$ cat config.mk
export PLATFORM = sky130hd
export DESIGN_NAME = runlen_level_enc
export DESIGN_NICKNAME = d
export VERILOG_FILES = /design/src/rtl/rle_pkg.sv /design/src/rtl/rle_edge_detect.sv /design/src/rtl/rle_run_counter.sv /design/src/rtl/rle_record_reg.sv /design/src/rtl/runlen_level_enc.sv
export SDC_FILE = /design/constraint.sdc
export NUM_CORES = 1
export LEC_CHECK = 0
export ABC_AREA = 1
export CAP_MARGIN = 40
export CORE_MARGIN = 5
export CORE_UTILIZATION = 55
export CTS_CLUSTER_DIAMETER = 80
export DETAILED_ROUTE_END_ITERATION = 10
export DONT_BUFFER_PORTS = 1
export PLACE_DENSITY = 0.67
export SLEW_MARGIN = 15
export SYNTH_ARGS = -nofsm -noshare
export SYNTH_HDL_FRONTEND = slang
export SYNTH_SLANG_ARGS = --single-unit
export TNS_END_PERCENT = 30
$ cat constraint.sdc
create_clock -name clk -period 2.4 [get_ports clk]
set_input_delay 0 -clock clk [delete_from_list [all_inputs] [get_ports clk]]
set_output_delay 0 -clock clk [all_outputs]
set_load 0.01 [all_outputs]
$ cat src/rtl/rle_pkg.sv
package rle_pkg;
  // Run length at which an unbroken run is forced out as a record.
  function automatic int unsigned run_limit(input int unsigned w);
    return 32'd1 << w;
  endfunction

  // Count field value for a run: the full range folds to zero.
  function automatic int unsigned run_field(input int unsigned cnt, input int unsigned w);
    return cnt & ((32'd1 << w) - 32'd1);
  endfunction
endpackage

$ cat src/rtl/rle_edge_detect.sv
module rle_edge_detect #(
  parameter bit EXT_EDGE = 1'b1
) (
  input  logic clk,
  input  logic level_i,
  input  logic ext_i,
  output logic level_change_o,
  output logic ext_hit_o,
  output logic edge_o
);
  logic prev_q;

  always_ff @(posedge clk) begin
    prev_q <= level_i;
  end

  assign level_change_o = level_i ^ prev_q;

  generate
    if (EXT_EDGE) begin : g_ext
      assign ext_hit_o = ext_i;
    end else begin : g_noext
      assign ext_hit_o = 1'b0;
    end
  endgenerate

  assign edge_o = level_change_o | ext_hit_o;
endmodule

$ cat src/rtl/rle_run_counter.sv
module rle_run_counter #(
  parameter int unsigned RUN_W = 6,
  localparam int unsigned CTR_W = RUN_W + 1
) (
  input  logic             clk,
  input  logic             rst,
  input  logic             latch_i,
  output logic [CTR_W-1:0] cnt_o,
  output logic             full_o
);
  localparam int unsigned LIMIT = rle_pkg::run_limit(RUN_W);

  logic [CTR_W-1:0] cnt_q;

  always_ff @(posedge clk) begin
    if (rst)          cnt_q <= '0;
    else if (latch_i) cnt_q <= CTR_W'(1);
    else              cnt_q <= cnt_q + CTR_W'(1);
  end

  assign cnt_o  = cnt_q;
  assign full_o = (cnt_q == CTR_W'(LIMIT));
endmodule

$ cat src/rtl/rle_record_reg.sv
module rle_record_reg #(
  parameter int unsigned RUN_W = 6,
  localparam int unsigned CTR_W = RUN_W + 1,
  localparam int unsigned REC_W = RUN_W + 2
) (
  input  logic             clk,
  input  logic             rst,
  input  logic             level_i,
  input  logic             latch_i,
  input  logic             edge_i,
  input  logic [CTR_W-1:0] cnt_i,
  output logic [REC_W-1:0] rec_o
);
  logic [RUN_W-1:0] field_q;
  logic             lvl_q;
  logic             tog_q;
  logic [RUN_W-1:0] field_d;

  assign field_d = RUN_W'(rle_pkg::run_field(32'(cnt_i), RUN_W));

  always_ff @(posedge clk) begin
    if (rst) begin
      field_q <= '0;
      lvl_q   <= level_i;
      tog_q   <= 1'b0;
    end else if (latch_i) begin
      field_q <= field_d;
      tog_q   <= ~tog_q;
      if (edge_i) lvl_q <= level_i;
    end
  end

  assign rec_o = {tog_q, lvl_q, field_q};
endmodule

$ cat src/rtl/runlen_level_enc.sv
module runlen_level_enc #(
  parameter int unsigned RUN_W    = 6,
  parameter bit          EXT_EDGE = 1'b1,
  localparam int unsigned CTR_W   = RUN_W + 1,
  localparam int unsigned REC_W   = RUN_W + 2
) (
  input  logic             clk,
  input  logic             rst,
  input  logic             rd_level_i,
  input  logic             ext_edge_i,
  output logic [REC_W-1:0] rec_o
);
  // Named internal events, also observed by the bound checker.
  logic             lvl_change;
  logic             ext_hit;
  logic             run_edge;
  logic             run_full;
  logic             latch_ev;
  logic [CTR_W-1:0] run_cnt;

  rle_edge_detect #(.EXT_EDGE(EXT_EDGE)) u_edge (
    .clk           (clk),
    .level_i       (rd_level_i),
    .ext_i         (ext_edge_i),
    .level_change_o(lvl_change),
    .ext_hit_o     (ext_hit),
    .edge_o        (run_edge)
  );

  // A transition and an overflow together form one latch.
  assign latch_ev = run_edge | run_full;

  rle_run_counter #(.RUN_W(RUN_W)) u_cnt (
    .clk    (clk),
    .rst    (rst),
    .latch_i(latch_ev),
    .cnt_o  (run_cnt),
    .full_o (run_full)
  );

  rle_record_reg #(.RUN_W(RUN_W)) u_rec (
    .clk    (clk),
    .rst    (rst),
    .level_i(rd_level_i),
    .latch_i(latch_ev),
    .edge_i (run_edge),
    .cnt_i  (run_cnt),
    .rec_o  (rec_o)
  );
endmodule

; ---- Word-level counts from Yosys, hierarchy flattened
; Index checks and enable logic that the tools add are counted.
[totals]
ff_bits = 16
latch_bits = 0
ramBits = 0
rom_bits = 0
out_inout_bits = 8
mem_count = 0
[classes]
addsub = 1
mul = 0
div_mod_pow = 0
n_lt_le_gt_ge = 0
eq_ne = 1
n_shift = 0
mux = 4
bitwise_logic = 4
reduce_logical = 4
[ops]
columns = cell, n
row1 = adder 7 x 1 -> 7 bit (second input constant), 1
row2 = == test 7 bit (second input constant), 1
row3 = two-way mux 1 bit, 4
row4 = nonzero test 2 bit, 2
row5 = OR 1 bit, 2
row6 = AND reduction 2 bit, 1
row7 = OR reduction 2 bit, 1
row8 = NOT 1 bit, 1
row9 = XOR 1 bit, 1

; ---- Logic depth before layout (Yosys ltp)
[logic_depth]
ltp_word = 5
mapped_depth = 9
depth_no_buf = 8

; ---- Modules after synthesis
; From an unflattened synthesis, not the netlist that was laid out.
[unflattened]
cells_unflattened = 105
area_unflattened_um2 = 724.4
[modules_own_cells]
columns = module, n_inst, cells_each, area_each_um2, seq_area_each_um2
row1 = rle_record_reg, 1, 48, 335.3, 170.2
row2 = rle_run_counter, 1, 45, 322.8, 140.1
row3 = rle_edge_detect, 1, 9, 55.1, 20.0
row4 = runlen_level_enc, 1, 3, 11.3, 0.0

; ---- Worst setup path before layout
; No wires, ideal clock.
[synth_timing]
path_type = register -> register
startpoint = register u_cnt.cnt_q[0] (netlist: u_cnt.cnt_o[0])
endpoint = register u_cnt.cnt_q[0] (netlist: u_cnt.cnt_o[0])
setup_time_ps = 109
t_arrival_ps = 1066
setup_slack_ps = 1225
stages_incl_launch_ff = 10
period_less_slack_ps = 1175
path_cell_list = dfxtp_1 inv_1 ha_1 nand2_1 inv_1 nand3_4 buf_6 nand3_1 nand2_1 inv_1
[synth_via]
elab_chain_len = 3
[synth_rtl]
columns = element, line_no
row1 = start: declaration, rle_run_counter.sv:13  ; logic [CTR_W-1:0] cnt_q;
row2 = start signal: assignment, rle_run_counter.sv:18  ; else cnt_q <= cnt_q + CTR_W'(1);
row3 = "parallel branches: the longest is 2 deep, another holds adder 7 x 1 -> 7 bit", --
row4 = two-way mux 1 bit *, rle_run_counter.sv:17  ; else if (latch_i) cnt_q <= CTR_W'(1);
; Mark *: on every way between the ends.
; A chain may end at the register's enable or synchronous reset.

; ---- Worst setup path after layout
[layout_timing]
startpoint = register u_cnt.cnt_q[0] (netlist: u_cnt.cnt_o[0])
endpoint = register u_cnt.cnt_q[5] (netlist: u_cnt.cnt_o[5])
[layout_via]
elab_chain_len = 3
[layout_rtl]
columns = element
row1 = "parallel branches: the longest is 3 deep, another holds adder 7 x 1 -> 7 bit"
; Parallel ways; which one is timed is not known.

==> results.md <==
- Status: completed
- Antenna violations before repair: 0
- Fin cells: 112
- Crit path arrival time: 1510 ps
- Cell Area, Placed: 763 um2
- 1st-iter DRT viols: 6
- Seq. cell area: 330 um2
- CTS Buffer Depth: 2
- Cell variety after synth: 23
- First-pass GRT wire length: 1900 um
- Total CTS buffers: 3
- Die area: 0.00231 mm2
- Synth Instances: 97
- Share of post-route cells with drive strength above 1: 0.144
- IR drop worst, VDD: 0.344 mV
- CP max-delay cell: dfxtp_1
- Startpoint types: flip-flop
- Worst setup EP type: flip-flop
- GRT Util Overall: 0.121
- Pre-CTS setup slack: 1130 ps
- Syn Area/Cell: 8.20 um2
- PnR worst setup slack: 1110 ps
- Period utilization: 0.539
- Worst Setup SP: u_cnt.cnt_o[0]$_SDFF_PP0_
- Diode count: 0
- Tmin final: 1290 ps
- Clk network pwr share: 0.300
- Max Slew Vio Count: 0
- FF-to-FF setup slack: 1110 ps
- Worst Reg2Reg Path Length in Cells: 7
- Drt drc: 0
- Total internal power: 359 uW
- TritonCTS clock tree: yes
- Kind of critical path: reg -> reg
- RSZ-0062 raised after global routing: false
- Worst setup path endpoint: u_cnt.cnt_o[5]$_SDFF_PP0_
- Sw Pwr: 117 uW
- Final hold violation count: 0
- Ys Warns: 0
- Worst R2R Start: u_cnt.cnt_o[0]$_SDFF_PP0_
- Number of port buffers: 0
- Seq pwr share: 0.608
- Layout filler cell count: 127
- Drt pass-1 iters: 3
- Register area share after synthesis: 0.415
- Avg Vias per Cell: 4.92
- Remaining global-route overflow: 0
- Placer Congestion: 0.795
- Syn Nets: 103
- Multi-input gate area: 354 um2
- Chip width: 48.0 um
- DIE HEIGHT: 48.0 um
- Nets: 104
- Critical path's most frequent cell: inv_1
- Initial Util: 0.597
- Max FO, Critical Path: 15
- Root Buffer: clkbuf_4
- Largest net degree at the start of global routing: 17
- Max-slew headroom: 0.772
- Clock skew: 5.82 ps
- I/O pin count: 12
- Fin area: 800 um2
- Final core utilization: 0.599
- Vias after detailed routing: 551
- Clock Latency Late Sink: 280 ps
- Seq cells post-synth: 16
- Switching Fraction: 0.245
- Hold crit path type: in -> reg
- Vias in the first global route: 474
- Post-Syn Area: 796 um2
- Static Leak: 0.343 nW
- Final setup fails: 0
- Least-Margin Pin Slew: 341 ps
- Delay of the slowest critical-path stage: 410 ps
- Dpl hpwl: 853 um
- Clk sinks: 16
- Routed len/inst: 10.4 um
- Cell Chain, Critical Path: inv_1 > ha_1 > nand2_1 > inv_1 > nand3_4 > nand3_2 > nor2_1
- Power per cell area: 595 mW/mm2
- Detail Route Antenna Nets: 0
- FP Rows: 13
- H-tree level count: 1
- Commonest cells after routing, fill and taps aside: 15 x inv_1, 15 x nand2_1, 15 x dfxtp_1
- Comb pwr share: 0.092
- Worst EP required: 2620 ps
- Area growth syn-to-layout: 0.472%
- Placed insts: 107
- Fmax: 773 MHz
- Core Box Area: 0.00133 mm2
- Routed Wire Length: 1160 um
- Worst hold stages: 4
- Setup TNS: 0 ps
- Worst-path clk slew: 90 ps
- Max cap viols: 0
- Worst flop-to-flop path endpoint: u_cnt.cnt_o[5]$_SDFF_PP0_
[cell families after synthesis]
group / count (synthesis) / synth area share
and+or+nand+nor: 46 / 0.316
buffers and inverters: 21 / 0.140
DFF: 16 / 0.415
AOI/OAI and AO/OA: 8 / 0.0535
xor gates and xnor gates: 4 / 0.0440
adders and majority gates: 2 / 0.0314
[cells in the mapped netlist (all sizes together)]
library cell | n | area [um2]
or2 | 1 | 6.26
xnor2 | 1 | 8.76
nor2 | 17 | 92.6
nand3 | 10 | 77.6
a21oi | 7 | 35.0
edfxtp | 1 | 30.0
ha | 2 | 25.0
nand2 | 17 | 68.8
dfxtp | 15 | 300
buf | 4 | 37.5
o211ai | 1 | 7.51
clkbuf | 1 | 13.8
xor2 | 3 | 26.3
inv | 16 | 60.1
nand4 | 1 | 6.26
[registers in the layout, indices dropped and copies added, names as in the netlist]
register       cells
u_rec.lvl_q        1
u_rec.tog_q        1
u_edge.prev_q      1
u_rec.field_q      6
u_cnt.cnt_o        7
[layout make-up]
cell class	instances	share of cell area
Clock buffer	4	0.0329
Inverter	16	0.0751
Multi-Input combinational cell	60	0.443
Sequential cell	16	0.413
Tap cell	15	0.0235
Timing Repair Buffer	1	0.0125
[metrics by stage]
| stage | hold WS [ps] | total power [mW] |
|---|---|---|
| 2_1_floorplan | 27.7 | 0.339 |
| 3_3_place_gp | 28.0 | 0.336 |
| 3_5_place_dp | 28.0 | 0.338 |
| 4_1_cts | 23.7 | 0.483 |
| 5_1_grt | 36.1 | 0.505 |
| 6_report | 30.2 | 0.476 |
[worst min path at each step]
stage,from,endpoint,slack (ps)
floorplan,rd_level_i,u_edge.prev_q$_DFF_P_,30
global placement,rd_level_i,u_edge.prev_q$_DFF_P_,30
detailed placement,rd_level_i,u_edge.prev_q$_DFF_P_,30
CTS,ext_edge_i,u_rec.field_q[5]$_SDFFE_PP0P_,20
global route,rd_level_i,u_rec.field_q[5]$_SDFFE_PP0P_,40
finish,ext_edge_i,u_rec.field_q[5]$_SDFFE_PP0P_,30
[per-layer routing]
metal | vias up | track usage | share of wire
li1 | 296 | - | -
met1 | 241 | 0.136 | 0.49
met2 | 12 | 0.195 | 0.44
met3 | 2 | 0.0677 | 0.063
met4 | 0 | 0.0323 | 0.0043
met5 | - | 0 | 0
[power by group through the flow]
stage | clock network (mW) | registers [mW] | logic (mW)
6_report | 0.143 | 0.289 | 0.0437
5_1_grt | 0.163 | 0.291 | 0.0509
4_1_cts | 0.149 | 0.290 | 0.0440
3_5_place_dp | 0 | 0.296 | 0.0415
3_3_place_gp | 0 | 0.296 | 0.0408
2_1_floorplan | 0 | 0.293 | 0.0460
[critical path: cells and delay by family, from the launching register on]
| kind | cells | cell delay [ps] |
|---|---|---|
| adders and majority gates | 1 | 190 |
| DFF | 1 | 410 |
| and+or+nand+nor | 4 | 520 |
| buffers and inverters | 2 | 120 |
[repair_timing]
item | in CTS | in global routing
hold endpoints to repair | 3 | 0
setup buffers | 0 | 0
hold buffers | 1 | 0
resized for setup | 0 | 0
Power figures use the tool's default switching activity.
